[config.mk]
export PLATFORM = sky130hd
export DESIGN_NAME = burst_frame_rules
export DESIGN_NICKNAME = d
export VERILOG_FILES = /design/src/rtl/burst_frame_pkg.sv /design/src/rtl/burst_frame_rules.sv
export SDC_FILE = /design/constraint.sdc
export NUM_CORES = 1
export LEC_CHECK = 0
export BUFFER_PORTS_ARGS = -buffer_cell sky130_fd_sc_hd__clkbuf_2
export CAP_MARGIN = 0
export CORE_AREA = 3 3 40 42
export DETAILED_ROUTE_END_ITERATION = 6
export DIE_AREA = 0 0 43 45
export GPL_TIMING_DRIVEN = 0
export PLACE_DENSITY = 0.4
export SYNTH_ARGS = -nofsm -noshare
export SYNTH_HDL_FRONTEND = slang
export SYNTH_SLANG_ARGS = --single-unit
export TNS_END_PERCENT = 10
[constraint.sdc]
create_clock -name vclk -period 0.8
set_clock_uncertainty 0.15 [all_clocks]
set_input_delay 0 -clock vclk [all_inputs]
set_output_delay 0 -clock vclk [all_outputs]
set_load 0.01 [all_outputs]
[src/rtl/burst_frame_pkg.sv]
package burst_frame_pkg;
  localparam int unsigned ERR_N = 8;

  localparam int unsigned ERR_SOB_OPEN   = 0;
  localparam int unsigned ERR_NO_BURST   = 1;
  localparam int unsigned ERR_SOP_OPEN   = 2;
  localparam int unsigned ERR_NO_PKT     = 3;
  localparam int unsigned ERR_SOP_NO_SOB = 4;
  localparam int unsigned ERR_EOP_NO_EOB = 5;
  localparam int unsigned ERR_CNT_RANGE  = 6;
  localparam int unsigned ERR_EOP_CODE   = 7;

  typedef logic [ERR_N-1:0] err_vec_t;

  typedef struct packed {
    logic       flag;
    logic [2:0] bytes;
  } eop_code_t;
endpackage

[src/rtl/burst_frame_rules.sv]
module burst_frame_rules
  import burst_frame_pkg::*;
#(
  parameter int unsigned NUM_WORDS = 8,
  parameter int unsigned CNT_W     = 4
) (
  input  logic       sop_i,
  input  logic       sob_i,
  input  logic       eob_i,
  input  logic [CNT_W-1:0] nvalid_i,
  input  eop_code_t  eop_i,
  input  logic       burst_open_i,
  input  logic       pkt_open_i,
  output logic       beat_o,
  output err_vec_t   err_o
);
  logic beat;

  assign beat   = (nvalid_i != '0);
  assign beat_o = beat;

  always_comb begin
    err_o = '0;
    if (beat) begin
      err_o[ERR_SOB_OPEN]   = sob_i & burst_open_i;
      err_o[ERR_NO_BURST]   = ~sob_i & ~burst_open_i;
      err_o[ERR_SOP_OPEN]   = sop_i & pkt_open_i;
      err_o[ERR_NO_PKT]     = sob_i & ~sop_i & ~pkt_open_i;
      err_o[ERR_SOP_NO_SOB] = sop_i & ~sob_i;
      err_o[ERR_EOP_NO_EOB] = eop_i.flag & ~eob_i;
      err_o[ERR_CNT_RANGE]  = (nvalid_i > CNT_W'(NUM_WORDS));
      err_o[ERR_EOP_CODE]   = ~eop_i.flag & (eop_i.bytes != 3'd0);
    end
  end
endmodule

==> results by group <==
Timing
  – Final slew viol count: 0
  – Period utilization: 113%
  – Setup_tns: -0.737 ns
  – Rel. slew slack: 84.5%
  – Final hold slack: approximately 0.094 ns
  – Fin worst setup slack: -0.107 ns
  – Fmax: 1100 MHz
  – Final Hold Fails: 0
  – Measured slew at the worst slew-check pin: 0.230 ns
  – Endpoints failing setup: 8
  – Unrepaired setup endpoints after global routing: yes
  – Tmin final: 0.907 ns

Outcome
  – Failing checks: setup timing
  – Status: finished with violations

Floorplan
  – Row count: 13
  – Die H: 45 um
  – Starting Density: ~6.7%
  – I/O pin cnt: 22
  – Core Area: 1280 um2
  – Die W: around 43 um
  – Die area: roughly 1900 um2

Placed design
  – GPL Wtd Cong: 0.645
  – Post-DP HPWL: 495 um
  – Port bufs: 22
  – Place WS: -0.289 ns
  – Inst Count DP: 48

GRT
  – Global route overflow: 0
  – Vias in the first global route: 168
  – Initial antenna violation count: 0
  – Total track usage: 5.89%
  – Largest net degree at the start of global routing: 6
  – First-pass GRT wire length: 848 um

Power
  – Lkg Pwr: 0.134 nW
  – Power Total: 130 uW
  – PD cells: around 480 nW/um2
  – Peak supply drop: between 0.00015 and 0.0002 V

Synth
  – Yosys top cell by area: nor4_4
  – Synth warnings: 0
  – Seq/Total Area, Yosys: 0%
  – Syn Inst Count: 11
  – Syn avg cell area: 7.85 um2
  – Synth top area cells: nor4_4, nor3_1, nor3b_1
  – Post-synth top area share: 24.6%
  – Synth unique cells: 7
  – Mapped cell area: 86.3 um2
  – Syn Nets: 24

Finish
  – Non-filler cells, final: 50
  – Leading cell type in the layout, fill and taps excluded: clkbuf_2
  – Seq Cell Count: 0
  – Final nets: 50
  – Share of cells above drive strength 1: 88.6%
  – Antenna cells: 0
  – Multi-input logic area: 104 um2
  – Filler Cell Count: 147
  – Synthesis-to-finish area growth: 216%
  – CLK BUF: 0
  – Register area: 0 um2

Setup path
  – Worst EP arrival: ~0.76 ns
  – Crit-path cells: buf_6, nor4_4, buf_4, nor3_2, buf_2
  – CP startpoint kind: primary input
  – Top Family by Delay on Critical Path: buffers and inverters
  – Critical path's slowest cell: nor4_4
  – Crit path kind: in2out
  – Bufs and invs on worst path: 3
  – CP Max Fanout: 5
  – Required @ worst endpoint: 0.65 ns
  – CP Capture Type: primary output
  – Critical Path Max Stage Delay: a little under 0.3 ns

Drt
  – 1st-pass router iterations: 1
  – Final WL: 550 um
  – Iteration-0 DRC Markers: 0
  – Routed Antenna Nets: 0
  – Average wire per standard cell: roughly 11 um
  – Remaining routing DRC violations: 0
  – Via density: 3.76
  – Via total after detailed routing: 188

Run
  – Maxcap violations: 0

Min path
  – Hold Path Class: in2out
[synth_stat cells]
cell and count:
o31a_2 1, and3_1 2, nor4_4 1, nor3_1 3
nor3b_1 2, nor4b_1 1, inv_2 1
[where the power goes]
part / internal [mW] / leakage [nW] / switching [mW] / total (mW)
Combinational: 0.0734 / 0.134 / 0.0569 / 0.130
Clock: 0 / 0 / 0 / 0
Sequential: 0 / 0 / 0 / 0
[final timing paths]
path / startpoint / end / slack (ns) / cells after the start
max: nvalid_i[3] / err_o[7] / -0.11 / 5
min: eob_i / err_o[5] / 0.09 / 3
[metal layers]
layer  part of all wire [%]  track usage [%]  up-vias  wire [um]
met5                      0                0        -          0
met4                      0                0        0          0
met3                     21             1.99        0        113
met2                     26             6.59       20        141
met1                     54             10.5       73        295
li1                       -                -       95          -
[logic make-up (layout without fill, tap and decap cells)]
kind of cell           after synthesis  in the layout  synth area share [%]
AOI/OAI and AO/OA                    1              1                  11.6
buffers and inverters                1             25                  4.34
and+or+nand+nor                      9              9                  84.0
[final cells by class]
cell class / count / share of cell area [%]
tap: 15 / 6.88
timing repair buffer: 24 / 53.7
multi-input combinational: 10 / 38.1
inverter: 1 / 1.38
[per-stage QoR]
step	instance area (um2)	util (%)
final	273	21.2
after global routing	273	21.2
after CTS	255	19.9
after detailed placement	225	17.5
after global placement	225	17.5
after floorplan	96.3	-
[timing repair]
action	CTS	global route
hold endpoints to repair	0	0
hold buffers	0	0
pin swaps	3	2
gates resized for setup	2	7
buffers inserted	2	0
setup endpoints to repair	8	8
Power figures use the tool's default switching activity.
